$ cat src/rtl/adc_csr_pkg.sv
package adc_csr_pkg;
  localparam int unsigned REG_W     = 16;
  localparam int unsigned FLAG_BIT  = 15;
  localparam int unsigned IE_BIT    = 14;
  localparam int unsigned START_BIT = 13;
  localparam int unsigned TRG_LSB   = 8;
  localparam int unsigned TRG_W     = 4;
  localparam int unsigned CKS_LSB   = 6;
  localparam int unsigned CKS_W     = 2;
  localparam int unsigned MODE_LSB  = 3;
  localparam int unsigned MODE_W    = 3;
  localparam int unsigned CHAN_LSB  = 0;
  localparam int unsigned CHAN_W    = 3;

  localparam logic [MODE_W-1:0] MODE_SINGLE = '0;

  typedef struct packed {
    logic              ie;
    logic              start;
    logic [TRG_W-1:0]  trg;
    logic [CKS_W-1:0]  cks;
    logic [MODE_W-1:0] mode;
    logic [CHAN_W-1:0] chan;
  } ctrl_t;

  localparam ctrl_t CTRL_RST = '{ie: 1'b0, start: 1'b0, trg: '0,
                                 cks: CKS_W'(1), mode: '0, chan: '0};

  function automatic ctrl_t to_ctrl(input logic [REG_W-1:0] w);
    ctrl_t c;
    c.ie    = w[IE_BIT];
    c.start = w[START_BIT];
    c.trg   = w[TRG_LSB +: TRG_W];
    c.cks   = w[CKS_LSB +: CKS_W];
    c.mode  = w[MODE_LSB +: MODE_W];
    c.chan  = w[CHAN_LSB +: CHAN_W];
    return c;
  endfunction
endpackage

$ cat src/rtl/adc_csr_fields.sv
module adc_csr_fields
  import adc_csr_pkg::*;
(
  input  logic             clk_i,
  input  logic             rst_ni,
  input  logic             we_i,
  input  logic [REG_W-1:0] wdata_i,
  output ctrl_t            ctrl_o
);
  ctrl_t ctrl_q;

  always_ff @(posedge clk_i or negedge rst_ni) begin
    if (!rst_ni)   ctrl_q <= CTRL_RST;
    else if (we_i) ctrl_q <= to_ctrl(wdata_i);
  end

  assign ctrl_o = ctrl_q;

  p_wr_load_r2: assert property (@(posedge clk_i) disable iff (!rst_ni)
    we_i |=> ctrl_q == to_ctrl($past(wdata_i)));
  p_wr_hold_r2: assert property (@(posedge clk_i) disable iff (!rst_ni)
    !we_i |=> $stable(ctrl_q));
endmodule

$ cat src/rtl/adc_csr_flag.sv
module adc_csr_flag
  import adc_csr_pkg::*;
#(
  parameter bit SET_WINS = 1'b1
) (
  input  logic              clk_i,
  input  logic              rst_ni,
  input  logic              we_i,
  input  logic              re_i,
  input  logic              wbit_i,
  input  logic              conv_done_i,
  input  logic              seq_done_i,
  input  logic              dma_ack_i,
  input  logic [MODE_W-1:0] mode_i,
  input  logic              ie_i,
  output logic              flag_o,
  output logic              irq_o
);
  logic flag_q, flag_d, arm_q, arm_d;
  logic set_evt, sw_clr, clr_evt;

  // completion source depends on mode class
  assign set_evt = (mode_i == MODE_SINGLE) ? conv_done_i : seq_done_i;
  assign sw_clr  = we_i && !wbit_i && arm_q;
  assign clr_evt = sw_clr || dma_ack_i;

  generate
    if (SET_WINS) begin : g_set_prio
      always_comb flag_d = set_evt ? 1'b1 : (clr_evt ? 1'b0 : flag_q);
    end else begin : g_clr_prio
      always_comb flag_d = clr_evt ? 1'b0 : (set_evt ? 1'b1 : flag_q);
    end
  endgenerate

  always_comb begin
    arm_d = arm_q;
    if (re_i && !we_i && flag_q) arm_d = 1'b1;
    if (we_i && !wbit_i)         arm_d = 1'b0;
    if (dma_ack_i)               arm_d = 1'b0;
  end

  always_ff @(posedge clk_i or negedge rst_ni) begin
    if (!rst_ni) begin
      flag_q <= 1'b0;
      arm_q  <= 1'b0;
    end else begin
      flag_q <= flag_d;
      arm_q  <= arm_d;
    end
  end

  assign flag_o = flag_q;
  assign irq_o  = flag_q && ie_i;

  p_set_r3: assert property (@(posedge clk_i) disable iff (!rst_ni)
    (SET_WINS && set_evt) |=> flag_q);
  p_no_sw_set_r4: assert property (@(posedge clk_i) disable iff (!rst_ni)
    $rose(flag_q) |-> $past(set_evt));
  p_clr_guard_r5: assert property (@(posedge clk_i) disable iff (!rst_ni)
    (we_i && !wbit_i && !arm_q && !set_evt && !dma_ack_i) |=> flag_q == $past(flag_q));
  p_dma_clr_r6: assert property (@(posedge clk_i) disable iff (!rst_ni)
    (dma_ack_i && !set_evt) |=> !flag_q && !arm_q);
  p_set_wins_r7: assert property (@(posedge clk_i) disable iff (!rst_ni)
    (SET_WINS && set_evt && clr_evt) |=> flag_q);
endmodule

$ cat src/rtl/adc_csr.sv
module adc_csr
  import adc_csr_pkg::*;
#(
  parameter bit SET_WINS = 1'b1
) (
  input  logic        clk_i,
  input  logic        rst_ni,
  input  logic        we_i,
  input  logic        re_i,
  input  logic [15:0] wdata_i,
  output logic [15:0] rdata_o,
  input  logic        conv_done_i,
  input  logic        seq_done_i,
  input  logic        dma_ack_i,
  output logic        irq_o,
  output logic        start_o,
  output logic [3:0]  trig_sel_o,
  output logic [1:0]  clk_sel_o,
  output logic [2:0]  mode_o,
  output logic [2:0]  chan_o
);
  ctrl_t ctrl;
  logic  flag;

  adc_csr_fields u_fields (
    .clk_i   (clk_i),
    .rst_ni  (rst_ni),
    .we_i    (we_i),
    .wdata_i (wdata_i),
    .ctrl_o  (ctrl)
  );

  adc_csr_flag #(.SET_WINS(SET_WINS)) u_flag (
    .clk_i       (clk_i),
    .rst_ni      (rst_ni),
    .we_i        (we_i),
    .re_i        (re_i),
    .wbit_i      (wdata_i[FLAG_BIT]),
    .conv_done_i (conv_done_i),
    .seq_done_i  (seq_done_i),
    .dma_ack_i   (dma_ack_i),
    .mode_i      (ctrl.mode),
    .ie_i        (ctrl.ie),
    .flag_o      (flag),
    .irq_o       (irq_o)
  );

  // bit 12 reserved, reads zero
  assign rdata_o    = {flag, ctrl.ie, ctrl.start, 1'b0, ctrl.trg, ctrl.cks, ctrl.mode, ctrl.chan};
  assign start_o    = ctrl.start;
  assign trig_sel_o = ctrl.trg;
  assign clk_sel_o  = ctrl.cks;
  assign mode_o     = ctrl.mode;
  assign chan_o     = ctrl.chan;

  p_irq_gate_r8: assert property (@(posedge clk_i) disable iff (!rst_ni)
    irq_o |-> (rdata_o[FLAG_BIT] && rdata_o[IE_BIT]));
  p_irq_raise_r8: assert property (@(posedge clk_i) disable iff (!rst_ni)
    (rdata_o[FLAG_BIT] && rdata_o[IE_BIT]) |-> irq_o);
  p_rsv_zero_r2: assert property (@(posedge clk_i) disable iff (!rst_ni)
    we_i && wdata_i[12] |=> !rdata_o[12]);
endmodule

$ cat config.mk
export PLATFORM = sky130hd
export DESIGN_NAME = adc_csr
export DESIGN_NICKNAME = d
export VERILOG_FILES = /design/src/rtl/adc_csr_pkg.sv /design/src/rtl/adc_csr_fields.sv /design/src/rtl/adc_csr_flag.sv /design/src/rtl/adc_csr.sv
export SDC_FILE = /design/constraint.sdc
export NUM_CORES = 1
export LEC_CHECK = 0
export BUFFER_PORTS_ARGS = -buffer_cell sky130_fd_sc_hd__buf_2
export CAP_MARGIN = 40
export CORE_AREA = 3 3 48 50
export DETAILED_ROUTE_END_ITERATION = 10
export DIE_AREA = 0 0 51 53
export MAX_ROUTING_LAYER = met4
export PLACE_DENSITY = 0.79
export SYNTH_ARGS = -nofsm -noshare
export SYNTH_HDL_FRONTEND = slang
export SYNTH_HIERARCHICAL = 1
export SYNTH_SLANG_ARGS = --single-unit
$ cat constraint.sdc
create_clock -name clk_i -period 2.4 [get_ports clk_i]
set_clock_uncertainty 0.1 [all_clocks]
set_input_delay 0.12 -clock clk_i [delete_from_list [all_inputs] [get_ports clk_i]]
set_output_delay 0.12 -clock clk_i [all_outputs]
set_load 0.01 [all_outputs]
==> impl_results.html, run 1 <==
<table>
<tr><th>Metric</th><th>Value</th></tr>
<tr><th colspan="2">Outcome</th></tr>
<tr><td>Run status</td><td>completed</td></tr>
<tr><th colspan="2">Routing</th></tr>
<tr><td>Routed via count</td><td>607</td></tr>
<tr><td>DRC violations left</td><td>0</td></tr>
<tr><td>Final wirelength</td><td>1.703 mm</td></tr>
<tr><td>Detail-routed via count per cell</td><td>4.336</td></tr>
<tr><td>Metal1 wirelength</td><td>630 microns</td></tr>
<tr><td>Length of routed met3 wiring</td><td>152 microns</td></tr>
<tr><td>Routed wire length on met2</td><td>892 microns</td></tr>
<tr><td>Antenna Violating Nets Remaining</td><td>0</td></tr>
<tr><td>DRC marker count from the first detailed-route iteration</td><td>10</td></tr>
<tr><td>Count of TritonRoute iterations in the first routing pass</td><td>2</td></tr>
<tr><td>Highest metal layer with signal wires</td><td>met4</td></tr>
<tr><td>Final routed wire length divided by cell count</td><td>12.16 microns</td></tr>
<tr><th colspan="2">Final layout</th></tr>
<tr><td>Filler instances</td><td>180</td></tr>
<tr><td>Post-layout nets</td><td>137</td></tr>
<tr><td>Commonest non-fill, non-tap cells in the layout</td><td>sky130_fd_sc_hd__buf_2, sky130_fd_sc_hd__dlygate4sd3_1, sky130_fd_sc_hd__dfrtp_1</td></tr>
<tr><td>Fraction of layout cells with a size suffix above 1</td><td>61.06%</td></tr>
<tr><td>Leading cell type in the layout, fill and taps excluded</td><td>sky130_fd_sc_hd__buf_2</td></tr>
<tr><td>Antenna diode instance count</td><td>0</td></tr>
<tr><td>Multi-input logic area</td><td>224.0 sq um</td></tr>
<tr><td>Area added between synthesis and finish</td><td>50.25%</td></tr>
<tr><td>Sequential cell area in the final layout</td><td>401.6 sq um</td></tr>
<tr><th colspan="2">CTS</th></tr>
<tr><td>Post-cts hold buffer count</td><td>19</td></tr>
<tr><td>Maximum level of the CTS H-tree</td><td>1</td></tr>
<tr><td>Root buffer cell</td><td>sky130_fd_sc_hd__clkbuf_4</td></tr>
<tr><td>Maximum count of clock buffers along a single path</td><td>2</td></tr>
<tr><td>CTS sink count</td><td>16</td></tr>
<tr><td>Post-CTS Repair Setup Buffers</td><td>0</td></tr>
<tr><td>Clock network latency to the later pin of the worst-skew pair</td><td>280 ps</td></tr>
<tr><td>Resized Gates After CTS</td><td>0</td></tr>
<tr><td>Worst-path clk slew</td><td>90 ps</td></tr>
<tr><td>Number of buffers created by CTS</td><td>3</td></tr>
<tr><td>CTS tree</td><td>done</td></tr>
<tr><th colspan="2">Synthesis</th></tr>
<tr><td>Fraction of synthesized cell area taken by the top area cell type</td><td>50.08%</td></tr>
<tr><td>Sequential cell area fraction in the yosys report</td><td>53.59%</td></tr>
<tr><td>Library cell occupying the most area in the post-synthesis netlist</td><td>sky130_fd_sc_hd__dfrtp_1</td></tr>
<tr><td>Post-synthesis net count</td><td>79</td></tr>
<tr><td>Seq cells post-synth</td><td>16</td></tr>
<tr><td>Biggest area contributors in the synthesized netlist</td><td>sky130_fd_sc_hd__dfrtp_1, sky130_fd_sc_hd__mux2_2, sky130_fd_sc_hd__buf_4, sky130_fd_sc_hd__dfstp_2, sky130_fd_sc_hd__nand3b_1</td></tr>
<tr><td>Cell Area, Synth</td><td>749.5 sq um</td></tr>
<tr><td>Yosys Warn Count</td><td>6</td></tr>
<tr><td>Number of instances in the synthesized netlist</td><td>56</td></tr>
<tr><td>Mean instance size in the synthesized netlist</td><td>13.38 sq um</td></tr>
<tr><td>Unique cell type count in the Yosys netlist</td><td>14</td></tr>
<tr><th colspan="2">Pwr</th></tr>
<tr><td>Power per Cell Area</td><td>558.4 mW/mm^2</td></tr>
<tr><td>Internal power of the cells</td><td>0.4547 mW</td></tr>
<tr><td>Peak supply drop</td><td>0.0003076 V</td></tr>
<tr><td>Part of the power in combinational logic</td><td>26.1%</td></tr>
<tr><td>Sw Share</td><td>27.68%</td></tr>
<tr><td>Switch Pwr</td><td>0.1741 mW</td></tr>
<tr><td>Leakage</td><td>0.5590 nW</td></tr>
<tr><td>Share of power burned in registers</td><td>50.4%</td></tr>
<tr><td>Relative contribution of the clock network to total power</td><td>23.4%</td></tr>
<tr><th colspan="2">Die</th></tr>
<tr><td>Die boundary width</td><td>51 microns</td></tr>
<tr><td>Height of the die</td><td>53 microns</td></tr>
<tr><td>Area inside the core boundary</td><td>0.001942 sq mm</td></tr>
<tr><td>Total I/O pin count</td><td>53</td></tr>
<tr><td>Standard-cell row count</td><td>16</td></tr>
<tr><td>Area of the die</td><td>0.002703 sq mm</td></tr>
<tr><td>Starting density of the core</td><td>38.60%</td></tr>
<tr><th colspan="2">GRT</th></tr>
<tr><td>Largest net degree at the start of global routing</td><td>17</td></tr>
<tr><td>Via count of the first global-routing pass</td><td>591</td></tr>
<tr><td>Wire length of the first global-routing pass</td><td>2.725 mm</td></tr>
<tr><td>Antenna violations before repair</td><td>0</td></tr>
<tr><td>Final global-route overflow total</td><td>0</td></tr>
<tr><td>All-Layer GR Usage</td><td>14.76%</td></tr>
<tr><th colspan="2">Worst setup path</th></tr>
<tr><td>Peak fanout along the critical path</td><td>4</td></tr>
<tr><td>Flop2flop setup slack</td><td>740 ps</td></tr>
<tr><td>Cell count of the worst reg-to-reg path</td><td>4</td></tr>
<tr><td>Required time at the worst-slack endpoint</td><td>2480 ps</td></tr>
<tr><td>Critical path class</td><td>reg2reg</td></tr>
<tr><td>Startpoint class of the critical path</td><td>flip-flop</td></tr>
<tr><td>Critical path endpoint category</td><td>flip-flop</td></tr>
<tr><td>Worst Path Arrival</td><td>1750 ps</td></tr>
<tr><th colspan="2">Place</th></tr>
<tr><td>Final HPWL from detailed placement</td><td>1.075 mm</td></tr>
<tr><td>Placement Setup Slack</td><td>1302 ps</td></tr>
<tr><td>IO Port Bufs</td><td>50</td></tr>
<tr><td>Final estimated routing congestion in global placement</td><td>0.6236</td></tr>
<tr><th colspan="2">STA</th></tr>
<tr><td>Max-slew violations</td><td>0</td></tr>
<tr><td>Unrepaired setup endpoints after global routing</td><td>no</td></tr>
<tr><td>Setup tns final</td><td>0 ps</td></tr>
<tr><td>Final critical-path required period</td><td>1663 ps</td></tr>
<tr><td>Share of the cycle needed by the critical path after routing</td><td>69.27%</td></tr>
<tr><td>Final setup violation count</td><td>0</td></tr>
<tr><td>Fmax achieved</td><td>601.5 MHz</td></tr>
<tr><td>Smallest setup slack after layout</td><td>737.5 ps</td></tr>
<tr><td>Hold violation total from the final report</td><td>0</td></tr>
<tr><th colspan="2">Flow run</th></tr>
<tr><td>Max-cap violation count</td><td>0</td></tr>
<tr><th colspan="2">Min path</th></tr>
<tr><td>Hold depth</td><td>4</td></tr>
<tr><td>HP Class</td><td>in2reg</td></tr>
</table>
[worst max-delay path, stage by stage (launching register included)]
cell                            delay, ps
sky130_fd_sc_hd__dfrtp_1              420
sky130_fd_sc_hd__nor3_2               210
sky130_fd_sc_hd__mux2i_1              220
sky130_fd_sc_hd__dlygate4sd3_1        570
sky130_fd_sc_hd__nand2_1               50
[synth_stat cells (all sizes together)]
library cell	n
mux2i	1
mux2	14
nand3b	2
a2bb2oi	1
a21oi	1
nor2	1
nor3	1
buf	16
conb	1
dfstp	1
dfrtp	15
nand2	1
and2	1
[through the flow]
step	hold slack [ps]	cell area (sq um)	cells	total power, mW	utilization, %
floorplan	-275.6	749.5	56	0.4212	-
global placement	-52.58	909.6	117	0.4588	46.84
detailed placement	-49.08	909.6	117	0.4625	46.84
CTS	88.01	1126	140	0.6376	57.99
global route	89.85	1126	140	0.6659	57.99
finish	111.5	1126	140	0.6288	57.99
[worst paths after layout]
path,from,endpoint
min in group asynchronous,rst_ni,u_fields/ctrl_o[5]
hold reg to reg,u_fields/ctrl_o[9],u_fields/ctrl_o[9]
max in group asynchronous,rst_ni,u_fields/ctrl_o[6]
hold / removal,wdata_i[15],u_flag/flag_o
setup / recovery,u_fields/ctrl_o[5],u_flag/flag_o
setup reg to reg,u_fields/ctrl_o[5],u_flag/flag_o
[per-layer routing]
metal / GRT usage (%) / vias to the layer above
met4: 9.417 / 0
li1: - / 290
met5: - / -
met1: 15.32 / 278
met3: 4.507 / 4
met2: 24.46 / 35
[layout make-up]
type | count | area share, %
repair buffers | 69 | 39.11
flip-flops and latches | 16 | 35.67
multi-input cells | 24 | 19.89
well taps | 27 | 3.000
clock buffers | 4 | 2.333
[logic make-up after synthesis]
group	Yosys count	share of synthesized area, %
and+or+nand+nor	6	5.174
AOI/OAI and AO/OA	2	1.836
DFF	16	53.59
buffers and inverters	16	16.53
muxes	15	22.37
other	1	0.5004
[power by group through the flow]
stage | clock [mW] | combinational [mW] | sequential [mW]
floorplan | 0 | 0.0876 | 0.334
global placement | 0 | 0.138 | 0.321
detailed placement | 0 | 0.140 | 0.322
CTS | 0.155 | 0.165 | 0.317
global route | 0.166 | 0.179 | 0.322
finish | 0.147 | 0.164 | 0.317
[sequential cells by signal, indices dropped and copies added, names as in the netlist]
name,flops
u_fields/ctrl_o,14
u_flag/arm_q,1
u_flag/flag_o,1
Note: power is estimated with default switching activity, not from simulation.
==> run 2, diff against run 1 <==
- CORE_AREA: 3 3 48 50 -> 3 3 51 53
- DIE_AREA: 0 0 51 53 -> 0 0 54 56
- PLACE_DENSITY: 0.79 -> 0.74
- clock period: 2.4 -> 1.5 ns (I/O delays scaled with it)
==> run 2 against run 1 <==
Cell count increased by 0.71%. Sequential power increased by 60%. Critical path depth decreased by 2. Global-route usage decreased by 3.0 points. First-iteration DRC count decreased by 60%. Clock power increased by 57%. Largest cell class unchanged.
==> impl_results.html, run 2 (same netlist as run 1, synthesis figures left out) <==
<table>
<tr><th>Metric</th><th>Value</th></tr>
<tr><th colspan="2">Outcome</th></tr>
<tr><td>Run status</td><td>completed (unchanged)</td></tr>
<tr><th colspan="2">Final layout</th></tr>
<tr><td>Leading cell type in the layout, fill and taps excluded</td><td>sky130_fd_sc_hd__buf_2 (unchanged)</td></tr>
<tr><td>Area added between synthesis and finish</td><td>50.42% (was 50.25%)</td></tr>
<tr><td>Largest register FFs</td><td>14 (unchanged)</td></tr>
<tr><td>Filler instances</td><td>188 (was 180)</td></tr>
<tr><td>Antenna diode instance count</td><td>0 (unchanged)</td></tr>
<tr><td>Multi-input logic area</td><td>224.0 sq um (unchanged)</td></tr>
<tr><td>Sequential cell area in the final layout</td><td>401.6 sq um (unchanged)</td></tr>
<tr><td>Commonest non-fill, non-tap cells in the layout</td><td>sky130_fd_sc_hd__buf_2, sky130_fd_sc_hd__dlygate4sd3_1, sky130_fd_sc_hd__dfrtp_1 (unchanged)</td></tr>
<tr><td>Design area</td><td>0.001127 sq mm (was 0.001126 sq mm)</td></tr>
<tr><td>Fraction of layout cells with a size suffix above 1</td><td>61.06% (unchanged)</td></tr>
<tr><td>Post-layout nets</td><td>137 (unchanged)</td></tr>
<tr><th colspan="2">GRT</th></tr>
<tr><td>Final global-route overflow total</td><td>0 (unchanged)</td></tr>
<tr><td>Wire length of the first global-routing pass</td><td>2.511 mm (was 2.725 mm)</td></tr>
<tr><td>All-Layer GR Usage</td><td>11.74% (was 14.76%)</td></tr>
<tr><td>Antenna violations before repair</td><td>0 (unchanged)</td></tr>
<tr><td>Largest net degree at the start of global routing</td><td>17 (unchanged)</td></tr>
<tr><td>Via count of the first global-routing pass</td><td>614 (was 591)</td></tr>
<tr><th colspan="2">CTS</th></tr>
<tr><td>Clock network latency to the later pin of the worst-skew pair</td><td>280 ps (about the same)</td></tr>
<tr><td>Root buffer cell</td><td>sky130_fd_sc_hd__clkbuf_4 (unchanged)</td></tr>
<tr><td>Post-CTS Repair Setup Buffers</td><td>0 (unchanged)</td></tr>
<tr><td>Post-cts hold buffer count</td><td>19 (unchanged)</td></tr>
<tr><td>Worst-path clk slew</td><td>90 ps (about the same)</td></tr>
<tr><td>Maximum count of clock buffers along a single path</td><td>2 (unchanged)</td></tr>
<tr><td>CTS sink count</td><td>16 (unchanged)</td></tr>
<tr><td>Maximum level of the CTS H-tree</td><td>1 (unchanged)</td></tr>
<tr><td>CTS tree</td><td>done (unchanged)</td></tr>
<tr><td>Resized Gates After CTS</td><td>0 (unchanged)</td></tr>
<tr><td>Number of buffers created by CTS</td><td>3 (unchanged)</td></tr>
<tr><th colspan="2">STA</th></tr>
<tr><td>Max-slew violations</td><td>0 (unchanged)</td></tr>
<tr><td>Hold violation total from the final report</td><td>0 (unchanged)</td></tr>
<tr><td>Fmax achieved</td><td>827.8 MHz</td></tr>
<tr><td>Final critical-path required period</td><td>1208 ps</td></tr>
<tr><td>Final setup violation count</td><td>0 (unchanged)</td></tr>
<tr><td>Final hold slack</td><td>56.80 ps (was 111.5 ps)</td></tr>
<tr><td>Setup tns final</td><td>0 ps (unchanged)</td></tr>
<tr><td>Unrepaired setup endpoints after global routing</td><td>no (unchanged)</td></tr>
<tr><td>Smallest setup slack after layout</td><td>292.0 ps (was 737.5 ps)</td></tr>
<tr><td>Share of the cycle needed by the critical path after routing</td><td>80.53%</td></tr>
<tr><th colspan="2">Routing</th></tr>
<tr><td>Final wirelength</td><td>1.723 mm (was 1.703 mm)</td></tr>
<tr><td>Length of routed met3 wiring</td><td>152 microns (unchanged)</td></tr>
<tr><td>Count of TritonRoute iterations in the first routing pass</td><td>2 (unchanged)</td></tr>
<tr><td>Routed via count</td><td>617 (was 607)</td></tr>
<tr><td>DRC marker count from the first detailed-route iteration</td><td>4 (was 10)</td></tr>
<tr><td>Routed wire length on met2</td><td>876 microns (was 892 microns)</td></tr>
<tr><td>Final routed wire length divided by cell count</td><td>12.22 microns (was 12.16 microns)</td></tr>
<tr><td>Highest metal layer with signal wires</td><td>met4 (unchanged)</td></tr>
<tr><td>Antenna Violating Nets Remaining</td><td>0 (unchanged)</td></tr>
<tr><td>DRC violations left</td><td>0 (unchanged)</td></tr>
<tr><td>Metal1 wirelength</td><td>637 microns (was 630 microns)</td></tr>
<tr><td>Detail-routed via count per cell</td><td>4.376 (was 4.336)</td></tr>
<tr><th colspan="2">Worst setup path</th></tr>
<tr><td>Number of buffers and inverters on the critical path</td><td>1 (unchanged)</td></tr>
<tr><td>Peak fanout along the critical path</td><td>4 (unchanged)</td></tr>
<tr><td>Worst-path cell with the longest stage delay</td><td>sky130_fd_sc_hd__dfrtp_1 (was sky130_fd_sc_hd__dlygate4sd3_1)</td></tr>
<tr><td>Required time at the worst-slack endpoint</td><td>1320 ps (was 2480 ps)</td></tr>
<tr><td>Worst Path Arrival</td><td>1030 ps (was 1750 ps)</td></tr>
<tr><td>Highest cell delay on the worst timing path</td><td>440 ps (was 570 ps)</td></tr>
<tr><td>Family with the most delay on the worst path</td><td>flip-flops (was buffers and inverters)</td></tr>
<tr><td>Startpoint class of the critical path</td><td>flip-flop (unchanged)</td></tr>
<tr><td>Sequence of cells on the critical path</td><td>and2_1 -&gt; buf_2 (was nor3_2 -&gt; mux2i_1 -&gt; dlygate4sd3_1 -&gt; nand2_1)</td></tr>
<tr><td>Critical path endpoint category</td><td>output pin (was flip-flop)</td></tr>
<tr><td>Critical path class</td><td>reg2out (was reg2reg)</td></tr>
<tr><th colspan="2">Flow run</th></tr>
<tr><td>Max-cap violation count</td><td>0 (unchanged)</td></tr>
<tr><th colspan="2">Place</th></tr>
<tr><td>IO Port Bufs</td><td>50 (unchanged)</td></tr>
<tr><td>Placement Setup Slack</td><td>409.0 ps (was 1302 ps)</td></tr>
<tr><td>Total cell area at the placement stage</td><td>910.9 sq um (was 909.6 sq um)</td></tr>
<tr><td>Final estimated routing congestion in global placement</td><td>0.6376 (was 0.6236)</td></tr>
<tr><th colspan="2">Die</th></tr>
<tr><td>Die boundary width</td><td>54 microns (was 51 microns)</td></tr>
<tr><td>Area inside the core boundary</td><td>0.002191 sq mm (was 0.001942 sq mm)</td></tr>
<tr><td>Area of the die</td><td>0.003024 sq mm (was 0.002703 sq mm)</td></tr>
<tr><td>Starting density of the core</td><td>34.21% (was 38.60%)</td></tr>
<tr><td>Height of the die</td><td>56 microns (was 53 microns)</td></tr>
<tr><td>Standard-cell row count</td><td>17 (was 16)</td></tr>
<tr><td>Total I/O pin count</td><td>53 (unchanged)</td></tr>
<tr><th colspan="2">Pwr</th></tr>
<tr><td>Leakage</td><td>0.5569 nW (was 0.5590 nW)</td></tr>
<tr><td>Final Power</td><td>1.000 mW (was 0.6288 mW)</td></tr>
<tr><td>Peak supply drop</td><td>0.0003332 V (was 0.0003076 V)</td></tr>
<tr><td>Power per Cell Area</td><td>887.5 mW/mm^2 (was 558.4 mW/mm^2)</td></tr>
<tr><th colspan="2">Min path</th></tr>
<tr><td>HP Class</td><td>in2reg (unchanged)</td></tr>
</table>
==> run 2: cell counts in the layout (fill, tap and decap cells not counted) <==
No cell type changed its count.
==> run 2: metrics by stage <==
stage,cells,utilization [%]
3_3_place_gp,118,41.58
6_report,141,51.46
4_1_cts,141,51.46
5_1_grt,141,51.46
2_1_floorplan,56,-
3_5_place_dp,118,41.58
==> run 2: path summary, 6_finish.rpt <==
check | from | endpoint | slack [ps] | depth (start not counted)
worst max-delay path | u_flag/flag_o | irq_o | 290 | 2
worst min-delay path | re_i | u_flag/arm_q | 60 | 4
worst max register to register | u_fields/ctrl_o[5] | u_flag/flag_o | 400 | 3
worst min register to register | u_fields/ctrl_o[0] | u_fields/ctrl_o[0] | 430 | 1
max in group asynchronous | rst_ni | u_fields/ctrl_o[6] | 870 | 2
min in group asynchronous | rst_ni | u_fields/ctrl_o[0] | 120 | 2
==> run 2: worst min-delay path: stages <==
cell                        delay [ps]
sky130_fd_sc_hd__buf_2              80
sky130_fd_sc_hd__a21oi_1            50
sky130_fd_sc_hd__a2bb2oi_1         120
sky130_fd_sc_hd__nor2_1             70
==> run 2: final cells by class <==
type,instances,share of cell area (%)
Timing Repair Buffer,69,39.07
Clock buffer,4,2.331
Multi-Input combinational cell,24,19.87
Sequential cell,16,35.63
Tap cell,28,3.108
==> run 2: power breakdown <==
part           total (mW)  internal [mW]  leakage, nW  switching (mW)
Sequential          0.508          0.476        0.187          0.0324
Combinational       0.261          0.147        0.355           0.114
Clock               0.231          0.103       0.0150           0.128
==> run 2: metal layers <==
metal	vias to the layer above	track usage, %
li1	289	-
met3	6	2.949
met5	-	-
met4	0	8.185
met2	36	21.11
met1	286	9.833
==> run 3, diff against run 2 <==
- clock period: 1.5 -> 1.1 ns (I/O delays scaled with it)
==> run 3 against run 2 <==
The run now ends with setup timing left. Register-to-register slack got worse by 380 ps. Total power rose by 47%. Sequential share of layout area fell by 1.9 points. Utilization rose by 3.0 points. Count of clock-buffer cells in the layout did not move. Global-route usage rose by 0.090 points. Worst setup slack got worse by 300 ps. Non-clock buffer count rose by 3. Cell count rose by 2.1%. Critical path type unchanged. Critical endpoint unchanged. Largest cell class unchanged.
==> impl_results.html, run 3 (same netlist as run 1, synthesis figures left out) <==
<table>
<tr><th>Metric</th><th>Value</th></tr>
<tr><th colspan="2">Outcome</th></tr>
<tr><td>Run status</td><td>finished, violations left (was completed)</td></tr>
<tr><td>Violations in the final reports</td><td>setup timing</td></tr>
<tr><th colspan="2">Pwr</th></tr>
<tr><td>Peak supply drop</td><td>0.0005178 V (was 0.0003332 V)</td></tr>
<tr><td>Switch Pwr</td><td>0.3884 mW (was 0.2748 mW)</td></tr>
<tr><td>Leakage</td><td>0.5861 nW (was 0.5569 nW)</td></tr>
<tr><td>Sw Share</td><td>26.41% (was 27.47%)</td></tr>
<tr><td>Relative contribution of the clock network to total power</td><td>25.8% (was 23.1%)</td></tr>
<tr><td>Final Power</td><td>1.471 mW (was 1.000 mW)</td></tr>
<tr><td>Internal power of the cells</td><td>1.082 mW (was 0.7256 mW)</td></tr>
<tr><td>Power per Cell Area</td><td>1234 mW/mm^2 (was 887.5 mW/mm^2)</td></tr>
<tr><td>Share of power burned in registers</td><td>47.0% (was 50.8%)</td></tr>
<tr><td>Part of the power in combinational logic</td><td>27.2% (was 26.1%)</td></tr>
<tr><th colspan="2">Place</th></tr>
<tr><td>Final estimated routing congestion in global placement</td><td>0.6445 (was 0.6376)</td></tr>
<tr><td>IO Port Bufs</td><td>50 (unchanged)</td></tr>
<tr><td>Total cell area at the placement stage</td><td>918.4 sq um (was 910.9 sq um)</td></tr>
<tr><td>Final HPWL from detailed placement</td><td>1.164 mm</td></tr>
<tr><th colspan="2">Final layout</th></tr>
<tr><td>Filler instances</td><td>188 (unchanged)</td></tr>
<tr><td>Largest register FFs</td><td>14 (unchanged)</td></tr>
<tr><td>Sequential cell area in the final layout</td><td>401.6 sq um (unchanged)</td></tr>
<tr><td>Design area</td><td>0.001192 sq mm (was 0.001127 sq mm)</td></tr>
<tr><td>Commonest non-fill, non-tap cells in the layout</td><td>sky130_fd_sc_hd__buf_2, sky130_fd_sc_hd__dlygate4sd3_1, sky130_fd_sc_hd__dfrtp_1 (unchanged)</td></tr>
<tr><td>Multi-input logic area</td><td>234.0 sq um (was 224.0 sq um)</td></tr>
<tr><td>Area added between synthesis and finish</td><td>59.10% (was 50.42%)</td></tr>
<tr><td>Fraction of layout cells with a size suffix above 1</td><td>64.66% (was 61.06%)</td></tr>
<tr><td>Post-layout nets</td><td>140 (was 137)</td></tr>
<tr><td>Antenna diode instance count</td><td>0 (unchanged)</td></tr>
<tr><td>Leading cell type in the layout, fill and taps excluded</td><td>sky130_fd_sc_hd__buf_2 (unchanged)</td></tr>
<tr><th colspan="2">Min path</th></tr>
<tr><td>Hold depth</td><td>4 (unchanged)</td></tr>
<tr><td>Min-Delay Endpoint</td><td>u_flag/arm_q (unchanged)</td></tr>
<tr><td>Beginning of the worst hold path</td><td>re_i (unchanged)</td></tr>
<tr><td>HP Class</td><td>in2reg (unchanged)</td></tr>
<tr><th colspan="2">STA</th></tr>
<tr><td>Fmax achieved</td><td>899.9 MHz</td></tr>
<tr><td>Smallest setup slack after layout</td><td>-11.24 ps (was 292.0 ps)</td></tr>
<tr><td>Hold violation total from the final report</td><td>0 (unchanged)</td></tr>
<tr><td>Final setup violation count</td><td>3 (was 0)</td></tr>
<tr><td>Unrepaired setup endpoints after global routing</td><td>yes (was no)</td></tr>
<tr><td>Final critical-path required period</td><td>1111 ps</td></tr>
<tr><td>Final hold slack</td><td>46.51 ps (was 56.80 ps)</td></tr>
<tr><td>Share of the cycle needed by the critical path after routing</td><td>101.0%</td></tr>
<tr><td>Setup tns final</td><td>-13.17 ps (was 0 ps)</td></tr>
<tr><td>Max-slew violations</td><td>0 (unchanged)</td></tr>
<tr><th colspan="2">Routing</th></tr>
<tr><td>Count of TritonRoute iterations in the first routing pass</td><td>2 (unchanged)</td></tr>
<tr><td>DRC violations left</td><td>0 (unchanged)</td></tr>
<tr><td>Antenna Violating Nets Remaining</td><td>0 (unchanged)</td></tr>
<tr><td>Routed via count</td><td>618 (was 617)</td></tr>
<tr><td>DRC marker count from the first detailed-route iteration</td><td>4 (unchanged)</td></tr>
<tr><td>Final wirelength</td><td>1.718 mm (was 1.723 mm)</td></tr>
<tr><td>Detail-routed via count per cell</td><td>4.292 (was 4.376)</td></tr>
<tr><td>Final routed wire length divided by cell count</td><td>11.93 microns (was 12.22 microns)</td></tr>
<tr><th colspan="2">GRT</th></tr>
<tr><td>GRT met3 Usage</td><td>4.021% (was 2.949%)</td></tr>
<tr><td>Via count of the first global-routing pass</td><td>570 (was 614)</td></tr>
<tr><td>Met2 usage in global routing</td><td>21.28% (was 21.11%)</td></tr>
<tr><td>All-Layer GR Usage</td><td>11.83% (was 11.74%)</td></tr>
<tr><td>Most crowded layer after global routing</td><td>met2 (unchanged)</td></tr>
<tr><td>Final global-route overflow total</td><td>0 (unchanged)</td></tr>
<tr><td>Met1 Track Usage GR</td><td>10.12% (was 9.833%)</td></tr>
<tr><td>Largest net degree at the start of global routing</td><td>17 (unchanged)</td></tr>
<tr><td>Antenna violations before repair</td><td>0 (unchanged)</td></tr>
<tr><td>Wire length of the first global-routing pass</td><td>2.477 mm (was 2.511 mm)</td></tr>
<tr><th colspan="2">Worst setup path</th></tr>
<tr><td>Startpoint class of the critical path</td><td>flip-flop (unchanged)</td></tr>
<tr><td>Sequence of cells on the critical path</td><td>and2_1 -&gt; buf_2 (unchanged)</td></tr>
<tr><td>Highest cell delay on the worst timing path</td><td>410 ps (was 440 ps)</td></tr>
<tr><td>Flop2flop setup slack</td><td>20 ps (was 400 ps)</td></tr>
<tr><td>Critical path endpoint category</td><td>output pin (unchanged)</td></tr>
<tr><td>Required time at the worst-slack endpoint</td><td>940 ps (was 1320 ps)</td></tr>
<tr><td>RR Startpoint</td><td>u_fields/ctrl_o[5] (unchanged)</td></tr>
<tr><td>Reg-to-reg critical path endpoint</td><td>u_flag/flag_o (unchanged)</td></tr>
<tr><td>Family with the most delay on the worst path</td><td>flip-flops (unchanged)</td></tr>
<tr><td>Number of buffers and inverters on the critical path</td><td>1 (unchanged)</td></tr>
<tr><td>Worst-path cell with the longest stage delay</td><td>sky130_fd_sc_hd__dfrtp_1 (unchanged)</td></tr>
<tr><td>Peak fanout along the critical path</td><td>3 (was 4)</td></tr>
<tr><td>Worst Path Arrival</td><td>960 ps (was 1030 ps)</td></tr>
<tr><td>Critical path class</td><td>reg2out (unchanged)</td></tr>
<tr><td>Cell count of the worst reg-to-reg path</td><td>3 (unchanged)</td></tr>
<tr><th colspan="2">Die</th></tr>
<tr><td>Total I/O pin count</td><td>53 (unchanged)</td></tr>
<tr><td>Standard-cell row count</td><td>17 (unchanged)</td></tr>
<tr><td>Height of the die</td><td>56 microns (unchanged)</td></tr>
<tr><td>Area of the die</td><td>0.003024 sq mm (unchanged)</td></tr>
<tr><td>Starting density of the core</td><td>34.21% (unchanged)</td></tr>
<tr><td>Die boundary width</td><td>54 microns (unchanged)</td></tr>
<tr><td>Area inside the core boundary</td><td>0.002191 sq mm (unchanged)</td></tr>
<tr><th colspan="2">CTS</th></tr>
<tr><td>Number of buffers created by CTS</td><td>3 (unchanged)</td></tr>
<tr><td>Clock network latency to the later pin of the worst-skew pair</td><td>280 ps (about the same)</td></tr>
<tr><td>CTS sink count</td><td>16 (unchanged)</td></tr>
<tr><td>Maximum level of the CTS H-tree</td><td>1 (unchanged)</td></tr>
<tr><td>CTS tree</td><td>done (unchanged)</td></tr>
<tr><td>Maximum count of clock buffers along a single path</td><td>2 (unchanged)</td></tr>
<tr><td>Root buffer cell</td><td>sky130_fd_sc_hd__clkbuf_4 (unchanged)</td></tr>
<tr><td>Worst-path clk slew</td><td>90 ps (about the same)</td></tr>
<tr><th colspan="2">Flow run</th></tr>
<tr><td>Max-cap violation count</td><td>0 (unchanged)</td></tr>
</table>
[run 3: worst max path at each step]
stage                            start             to  slack [ps]  cells past startpoint
global route             u_flag/flag_o          irq_o         -70                      2
CTS                      u_flag/flag_o          irq_o         -20                      2
detailed placement  u_fields/ctrl_o[4]  u_flag/flag_o          40                      3
finish                   u_flag/flag_o          irq_o         -10                      2
global placement    u_fields/ctrl_o[4]  u_flag/flag_o          60                      3
floorplan           u_fields/ctrl_o[5]  u_flag/flag_o          20                      3
[run 3: final cells by class]
type                       instances  area share [%]
multi-input combinational         24           19.62
sequential                        16           33.68
tap                               28           2.938
timing repair buffer              72           40.71
clock buffer                       4           3.043
[run 3: metrics by stage]
step,worst slack (ps),utilization (%),std cells
6_report,-11.24,54.43,144
5_1_grt,-71.74,54.43,144
4_1_cts,-24.85,53.68,144
3_5_place_dp,35.04,41.92,119
3_3_place_gp,61.32,41.92,119
2_1_floorplan,23.25,-,56
[run 3: routing by layer]
metal | part of all wire (%) | wire length (microns)
met3 | 10 | 176
met5 | 0 | 0
met2 | 54 | 934
met4 | 0.58 | 10
met1 | 35 | 597
[run 3: worst reg2reg max path, delay by kind of cell (launching register included)]
| family | cells | cell delay, ps |
|---|---|---|
| simple gates | 2 | 260 |
| mux | 1 | 210 |
| flops | 1 | 410 |
[run 3: power groups by stage]
| stage | registers [mW] | logic, mW | clock network, mW |
|---|---|---|---|
| global placement | 0.697 | 0.310 | 0 |
| CTS | 0.688 | 0.394 | 0.406 |
| floorplan | 0.728 | 0.191 | 0 |
| global route | 0.699 | 0.435 | 0.446 |
| finish | 0.691 | 0.401 | 0.379 |
| detailed placement | 0.703 | 0.316 | 0 |
[run 3: repair_timing]
action | CTS | global route
buffers inserted | 2 | 0
endpoints found under the setup margin | 5 | 8
resized for setup | 3 | 3
pin swaps | 1 | 1
hold endpoints to repair | 32 | 0
hold buffers | 19 | 0
